<file path="src/rtl/red_pkg.sv">
package red_pkg;
  typedef enum logic {
    ST_IDLE = 1'b0,
    ST_RUN  = 1'b1
  } red_state_e;
endpackage

</file>
<file path="src/rtl/red_fold_unit.sv">
// Folds the stranded top element into position 0 when the count is odd.
module red_fold_unit #(
  parameter int NUM_MAX = 8,
  parameter int DATA_W  = 16,
  parameter int CNT_W   = 4
) (
  input  logic [NUM_MAX*DATA_W-1:0] regs_i,
  input  logic [CNT_W-1:0]          cnt_i,
  output logic [DATA_W-1:0]         fold0_o
);
  logic [DATA_W-1:0] last_val;

  always_comb begin
    last_val = '0;
    for (int i = 0; i < NUM_MAX; i++) begin
      if (i + 1 == int'(cnt_i)) last_val = regs_i[i*DATA_W +: DATA_W];
    end
  end

  always_comb begin
    if (cnt_i[0] && cnt_i > CNT_W'(1))
      fold0_o = regs_i[0 +: DATA_W] + last_val;
    else
      fold0_o = regs_i[0 +: DATA_W];
  end
endmodule

</file>
<file path="src/rtl/red_pair_lane.sv">
// One lower-half position: adds its partner located half places above.
module red_pair_lane #(
  parameter int NUM_MAX = 8,
  parameter int DATA_W  = 16,
  parameter int CNT_W   = 4,
  parameter int POS     = 0
) (
  input  logic [DATA_W-1:0]         own_i,
  input  logic [NUM_MAX*DATA_W-1:0] regs_i,
  input  logic [CNT_W-1:0]          half_i,
  output logic [DATA_W-1:0]         nxt_o
);
  logic [DATA_W-1:0] partner;

  always_comb begin
    partner = '0;
    for (int i = POS + 1; i < NUM_MAX; i++) begin
      if (i == POS + int'(half_i)) partner = regs_i[i*DATA_W +: DATA_W];
    end
  end

  assign nxt_o = (POS < int'(half_i)) ? own_i + partner : own_i;
endmodule

</file>
<file path="src/rtl/tree_reduce_seq.sv">
module tree_reduce_seq #(
  parameter int NUM_MAX = 8,
  parameter int DATA_W  = 16,
  localparam int CNT_W  = $clog2(NUM_MAX + 1)
) (
  input  logic                      clk_i,
  input  logic                      rst_ni,
  input  logic                      start_i,
  input  logic [CNT_W-1:0]          count_i,
  input  logic [NUM_MAX*DATA_W-1:0] vals_i,
  output logic                      busy_o,
  output logic                      done_o,
  output logic [DATA_W-1:0]         sum_o
);
  import red_pkg::*;

  localparam int LANES = NUM_MAX / 2;

  red_state_e               state_q;
  logic [CNT_W-1:0]         cnt_q;
  logic                     done_q;
  logic [NUM_MAX*DATA_W-1:0] regs_q;
  logic [NUM_MAX*DATA_W-1:0] regs_nxt;
  logic [CNT_W-1:0]         half;
  logic [CNT_W-1:0]         eff_cnt;
  logic [DATA_W-1:0]        fold0;
  logic                     accept;

  assign half   = cnt_q >> 1;
  assign accept = (state_q == ST_IDLE) && start_i;

  always_comb begin
    if (count_i == '0)                  eff_cnt = CNT_W'(1);
    else if (count_i > CNT_W'(NUM_MAX)) eff_cnt = CNT_W'(NUM_MAX);
    else                                eff_cnt = count_i;
  end

  red_fold_unit #(
    .NUM_MAX(NUM_MAX), .DATA_W(DATA_W), .CNT_W(CNT_W)
  ) u_fold (
    .regs_i (regs_q),
    .cnt_i  (cnt_q),
    .fold0_o(fold0)
  );

  for (genvar p = 0; p < NUM_MAX; p++) begin : g_pos
    if (p < LANES) begin : g_lane
      logic [DATA_W-1:0] own;
      if (p == 0) begin : g_own0
        assign own = fold0;
      end else begin : g_ownn
        assign own = regs_q[p*DATA_W +: DATA_W];
      end
      red_pair_lane #(
        .NUM_MAX(NUM_MAX), .DATA_W(DATA_W), .CNT_W(CNT_W), .POS(p)
      ) u_lane (
        .own_i (own),
        .regs_i(regs_q),
        .half_i(half),
        .nxt_o (regs_nxt[p*DATA_W +: DATA_W])
      );
    end else begin : g_keep
      assign regs_nxt[p*DATA_W +: DATA_W] = regs_q[p*DATA_W +: DATA_W];
    end
  end

  always_ff @(posedge clk_i or negedge rst_ni) begin
    if (!rst_ni) begin
      state_q <= ST_IDLE;
      cnt_q   <= '0;
      done_q  <= 1'b0;
      regs_q  <= '0;
    end else begin
      done_q <= 1'b0;
      if (accept) begin
        regs_q  <= vals_i;
        cnt_q   <= eff_cnt;
        state_q <= ST_RUN;
      end else if (state_q == ST_RUN) begin
        if (cnt_q <= CNT_W'(1)) begin
          state_q <= ST_IDLE;
          done_q  <= 1'b1;
        end else begin
          regs_q <= regs_nxt;
          cnt_q  <= half;
          if (half == CNT_W'(1)) begin
            state_q <= ST_IDLE;
            done_q  <= 1'b1;
          end
        end
      end
    end
  end

  assign busy_o = (state_q == ST_RUN);
  assign done_o = done_q;
  assign sum_o  = regs_q[0 +: DATA_W];
endmodule

</file>
<file path="config.mk">
export PLATFORM = sky130hd
export DESIGN_NAME = tree_reduce_seq
export DESIGN_NICKNAME = d
export VERILOG_FILES = /design/src/rtl/red_pkg.sv /design/src/rtl/red_fold_unit.sv /design/src/rtl/red_pair_lane.sv /design/src/rtl/tree_reduce_seq.sv
export SDC_FILE = /design/constraint.sdc
export NUM_CORES = 1
export LEC_CHECK = 0
export ABC_AREA = 1
export BUFFER_PORTS_ARGS = -buffer_cell sky130_fd_sc_hd__buf_2
export CAP_MARGIN = 20
export CORE_MARGIN = 3
export CORE_UTILIZATION = 39
export DETAILED_ROUTE_END_ITERATION = 6
export PLACE_DENSITY_LB_ADDON = 0.08
export SLEW_MARGIN = 5
export SYNTH_ARGS = -nofsm -noshare
export SYNTH_HDL_FRONTEND = slang
export SYNTH_SLANG_ARGS = --single-unit
</file>
<file path="constraint.sdc">
create_clock -name clk_i -period 7.1 [get_ports clk_i]
set_input_delay 0.71 -clock clk_i [delete_from_list [all_inputs] [get_ports clk_i]]
set_output_delay 0.71 -clock clk_i [all_outputs]
set_load 0.05 [all_outputs]
</file>
==> flow_summary.yaml, run 1 <==
worst_setup_path:
  crit_path_max_incr_delay_ps: 440
  crit_arrival_ps: 6630
  rr_endpoint: "regs_q[15]"
  critical-path-top-cell-by-count: "nand2_1"
  cp_max_fo: 22
  critical_path_class: "reg2reg"
  endpoint_kind: "flip-flop"
  worstReg2RegStart: "cnt_q[3]"
  crit_buf_inv: 5
  r2r_slack_ps: 830
  crit_family: "simple AND/OR/NAND/NOR gates"
  worstRegToRegCells: 39
  slowest_stage: "dfrtp_1"
  critPathLaunchType: "flip-flop"
  crit_required_ps: 7460
cells_and_area:
  drive_gt1_share_pct: 12.1
  fin_nets: 2229
  finish.utilization_pct: 45.1
  multi_input_area_um2: 8180
  areaGrowthSynthToFinish_pct: 12.8
  stdcell_area_um2: 14400
  regArea_um2: 3350
  num-fill-cells: 3452
outcome:
  status: "completed"
die:
  placementRows: 65
  die-area_um2: 35000
  die_width_um: 187
  fp.coreArea_um2: 32000
  start_util_pct: 40.0
  pin_count: 153
  dieHeight_um: 187
grt:
  grt_remaining_overflow: 0
  track_usage_pct: 31.5
  grt_pass1_wl_um: 84500
  grt_pass1_vias: 14157
  antenna_found_initial: 2
  grt_max_degree: 110
detailed_routing:
  routed.top_layer: "met5"
  postRouteAntennaNets: 0
  first_pass_iters: 6
  routed_wl_um: 55900
  drt_iter0_markers: 1359
  via_count: 14391
  vias_per_cell: 5.87
  wl_met2_um: 25500
  drc: 0
  wl_met1_um: 23300
  wl_per_cell_um: 22.8
  met3_wirelength_um: 3820
timing:
  hold_viol: 0
  period_share_pct: 88.3
  drv_slew: 0
  fmax_mhz: 159
  whs_ps: 280
  setup_viol: 0
  maxSlewHeadroom_pct: 31.2
  final.setup_skew_ps: 11.2
  setup_tns_ps: 0
  worst_slew_pin_slew_ps: 1030
  grt_setup_unrepaired: "false"
  layout_min_cycle_time_ps: 6270
yosys:
  ys.flop_type: "dfrtp_1"
  syn_nets: 2146
  synth_edf_count: 0
  ys_seq_area_share_pct: 26.2
  yosys_warnings: 0
  synth_cell_type_count: 45
  synth_seq_cells: 134
  synth-async-reset-ratio_pct: 100
  syn_area_um2: 12800
  syn-instance-count: 1920
  syn_avg_cell_area_um2: 6.66
place:
  dpl-instance-area_um2: 13800
  io_buffers: 152
  dp_hpwl_um: 43600
  gp_congestion: 0.994
cts:
  ctsHoldBuffers: 0
  cts_root_buf: "clkbuf_16"
  cts_setup_buffers: 0
  cts_num_sinks: 134
  path_clk_slew_ps: 70
  cts_tree: "done"
  cts_resized: 0
  cts-buffers-inserted: 17
  clk_path_buf_depth: 2
  insertion_delay_ps: 460
  cts_htree_levels: 4
worst_hold_path:
  hp-class: "in2async"
run:
  drv_cap: 0
-- placed cells by master (no fill, tap or decap), drive strengths merged, types with 21 or more instances in the layout --
master / synthesis / final
nand2: 445 / 445
o21ai: 256 / 256
inv: 211 / 215
a21oi: 180 / 180
buf: 38 / 173
dfrtp: 134 / 134
nor2: 110 / 110
ha: 86 / 86
nand3: 83 / 83
o22ai: 56 / 56
o221ai: 50 / 50
a31oi: 21 / 21
o211ai: 21 / 21
-- layout make-up --
type                       instances  area share, %
clock buffer                      20           3.23
clock inverter                    12          0.980
antenna                            2         0.0347
multi-input combinational       1465           56.7
inverter                         212           5.53
timing repair buffer             173           6.55
sequential                       134           23.2
tap                              435           3.77
-- logic make-up (layout without fill, tap and decap cells) --
| kind of cell | count (synthesis) | after routing | share of synthesized area (%) |
|---|---|---|---|
| compound gates | 662 | 662 | 30.3 |
| xor+xnor | 39 | 39 | 2.67 |
| fa+ha+maj | 91 | 91 | 9.19 |
| buf+inv | 321 | 417 | 9.98 |
| flops | 134 | 134 | 26.2 |
| other cells | 0 | 2 | 0 |
| simple gates | 673 | 673 | 21.6 |
-- through the flow --
stage               setup slack (ps)  cells
floorplan                       2000   1920
global placement                1100   2418
detailed placement               967   2418
CTS                              942   2450
global route                     105   2451
finish                           830   2453
-- synth_stat cells (20+ instances only) --
cell type | instances | area (um2)
dfrtp_1 | 134 | 3350
o22ai_1 | 56 | 350
nand2_1 | 444 | 1670
o21ai_0 | 235 | 1180
o221ai_1 | 50 | 438
clkbuf_1 | 71 | 267
o21ai_1 | 21 | 105
nand3_1 | 83 | 415
ha_1 | 86 | 1080
o211ai_1 | 21 | 158
inv_1 | 197 | 739
nor2_1 | 101 | 379
xor2_1 | 20 | 175
a31oi_1 | 21 | 131
a21oi_1 | 180 | 901
-- sequential cells by signal (all words and copies together), names as in the netlist --
signal and cells:
busy_o 1, cnt_q 4, done_o 1, regs_q 128
-- worst max-delay path by stage --
| stage | from | endpoint | slack, ps | depth (start not counted) |
|---|---|---|---|---|
| 5_1_grt | cnt_q[3] | regs_q[15] | 100 | 39 |
| 6_report | cnt_q[3] | regs_q[15] | 830 | 39 |
| 3_5_place_dp | cnt_q[3] | regs_q[15] | 970 | 39 |
| 2_1_floorplan | cnt_q[3] | regs_q[15] | 2000 | 36 |
| 4_1_cts | cnt_q[3] | regs_q[15] | 940 | 36 |
| 3_3_place_gp | cnt_q[3] | regs_q[15] | 1100 | 36 |
-- metal layers --
metal | up-vias | global-route usage, %
li1 | 6804 | -
met1 | 6849 | 39.5
met2 | 582 | 51.1
met3 | 152 | 5.72
met4 | 4 | 17.7
met5 | - | 0
Power of run 1 is not shown: default switching activity piles up to over one toggle a cycle in this logic, so the estimate is an artifact.
==> run 2, diff against run 1 <==
- ABC_AREA: 1 -> unset
- RECOVER_POWER: unset -> 50
- SLEW_MARGIN: 5 -> unset
==> flow_summary.yaml, run 2 <==
cts:
  cts_tree: "done"
  cts_setup_buffers: 0
  insertion_delay_ps: 460
  cts-buffers-inserted: 17
  cts_root_buf: "clkbuf_16"
  cts_resized: 0
  cts_htree_levels: 4
  ctsHoldBuffers: 0
  path_clk_slew_ps: 60
  clk_path_buf_depth: 2
  cts_num_sinks: 134
yosys:
  syn_avg_cell_area_um2: 7.37
  synth_cell_type_count: 81
  syn_nets: 1972
  synth_seq_cells: 134
  synth_top_area_cell: "dfrtp_1"
  yosys-top-cells-area: "dfrtp_1 (26%), nand2_1 (11%), ha_1 (8.4%)"
  ys_seq_area_share_pct: 26.1
  syn-instance-count: 1746
  synth.most_common_cell: "nand2_1"
  yosys_warnings: 0
  syn_area_um2: 12900
  synth-async-reset-ratio_pct: 100
  synthDominantCellAreaShare_pct: 26.1
  ys.flop_type: "dfrtp_1"
  synth.top_cells.by_count: "nand2_1 (363), a21oi_1 (185), nor2_1 (184), o21ai_0 (152), dfrtp_1 (134)"
  synth_edf_count: 0
die:
  pin_count: 153
  die-area_um2: 35200
  placementRows: 65
  fp.coreArea_um2: 32000
  die_width_um: 188
  dieHeight_um: 188
  start_util_pct: 40.1
run:
  drv_cap: 4
detailed_routing:
  first_pass_iters: 7
  vias_per_cell: 5.97
  postRouteAntennaNets: 0
  routed_wl_um: 52300
  drc: 2
  via_count: 13550
  drt_iter0_markers: 1535
  wl_per_cell_um: 23.0
worst_hold_path:
  hp-class: "in2reg"
  min_from: "vals_i[67]"
  min_to: "regs_q[67]"
  hold_depth: 3
timing:
  maxSlewHeadroom_pct: -165
  final.setup_skew_ps: 10.4
  grt_setup_unrepaired: "false"
  period_share_pct: 91.1
  hold_viol: 0
  setup_viol: 0
  setup_tns_ps: 0
  fmax_mhz: 155
  layout_min_cycle_time_ps: 6470
  worst_slew_pin_slew_ps: 3970
  drv_slew: 271
worst_setup_path:
  worstReg2RegStart: "cnt_q[3]"
  cp_max_fo: 16
  worstRegToRegCells: 27
  endpoint_kind: "flip-flop"
  r2r_slack_ps: 630
  rr_endpoint: "regs_q[15]"
  critical_path_class: "reg2reg"
  crit_arrival_ps: 6780
  critPathLaunchType: "flip-flop"
  crit_required_ps: 7410
place:
  gp_congestion: 1.11
  io_buffers: 152
  dp_hpwl_um: 39800
grt:
  grt_pass1_vias: 12831
  grt_pass1_wl_um: 79000
  track_usage_pct: 29.3
  grt_max_degree: 73
  grt_remaining_overflow: 0
  antenna_found_initial: 0
outcome:
  status: "finished with violations"
  violations: "DRC, capacitance limit, slew limit"
cells_and_area:
  reg_top3: "regs_q x128, cnt_q x4"
  drive_gt1_share_pct: 13.4
  diodes: 0
  final_cell_mix: "nand2_1 (363), a21oi_1 (185), nor2_1 (184), o21ai_0 (152), buf_2 (150)"
  largest_reg_flops: 128
  top_register: "regs_q"
  areaGrowthSynthToFinish_pct: 12.8
  final_common_cell: "nand2_1"
  fin_nets: 2046
[run 2: layer usage]
metal / part of all wire [%] / up-vias / track usage, % / routed length, um
met5: 0 / - / 0 / 0
met4: 4.3 / 0 / 12.6 / 2250
met3: 8.9 / 89 / 6.49 / 4670
met2: 43 / 631 / 44.5 / 22700
met1: 43 / 6401 / 40.2 / 22700
li1: - / 6429 / - / -
[run 2: worst max path at each step]
stage / startpoint / end / slack [ps] / cells after the start
detailed placement: cnt_q[3] / regs_q[15] / 660 / 27
global placement: cnt_q[3] / regs_q[15] / 790 / 27
floorplan: cnt_q[2] / regs_q[15] / 1180 / 30
finish: cnt_q[3] / regs_q[15] / 630 / 27
CTS: cnt_q[3] / regs_q[15] / 630 / 27
global route: cnt_q[3] / regs_q[15] / 150 / 28
[run 2: worst max-delay path, cell delays in order, from the launching register on]
cell and delay, ps:
dfrtp_2 490, inv_1 240, ha_1 250, nor2b_2 250, and2_4 300, a221oi_1 130
o21ai_0 180, a21oi_1 120, a21oi_1 180, ha_1 230, inv_1 70, fa_1 430
nor2b_1 130, o21ai_0 100, a21boi_0 180, o21ai_0 130, a21oi_1 230, o21ai_0 200
nand3_1 130, a2111oi_0 100, or3b_2 460, ha_1 220, or2_2 330, a2111oi_4 320
o21ai_1 180, nor4b_1 170, a2111oi_1 420, o211ai_1 150
[run 2: stage by stage]
step	std cells	util, %	cell area (um2)	worst slack, ps	hold slack, ps
6_report	2268	45.3	14500	633	440
5_1_grt	2268	45.3	14500	148	447
2_1_floorplan	1746	-	12900	1180	414
4_1_cts	2267	45.3	14500	635	276
3_5_place_dp	2235	43.3	13900	660	594
3_3_place_gp	2235	43.3	13900	792	593
[run 2: cell type report]
type                    count  area (um2)
clock buffers              20         467
well taps                 435         544
repair buffers            185         996
fillers                  3391       17500
flip-flops and latches    134        3360
multi-input cells        1459        8880
clock inverters            12         174
inverters                  23        86.3
[run 2: cells by family after synthesis]
family	Yosys count	synth area share, %
DFF	134	26.1
muxes	55	4.41
xor gates and xnor gates	54	3.68
adders and majority gates	91	9.14
buffers and inverters	153	5.11
AOI/OAI and AO/OA	603	29.8
and+or+nand+nor	656	21.8
Power of run 2 is left out for the same reason.
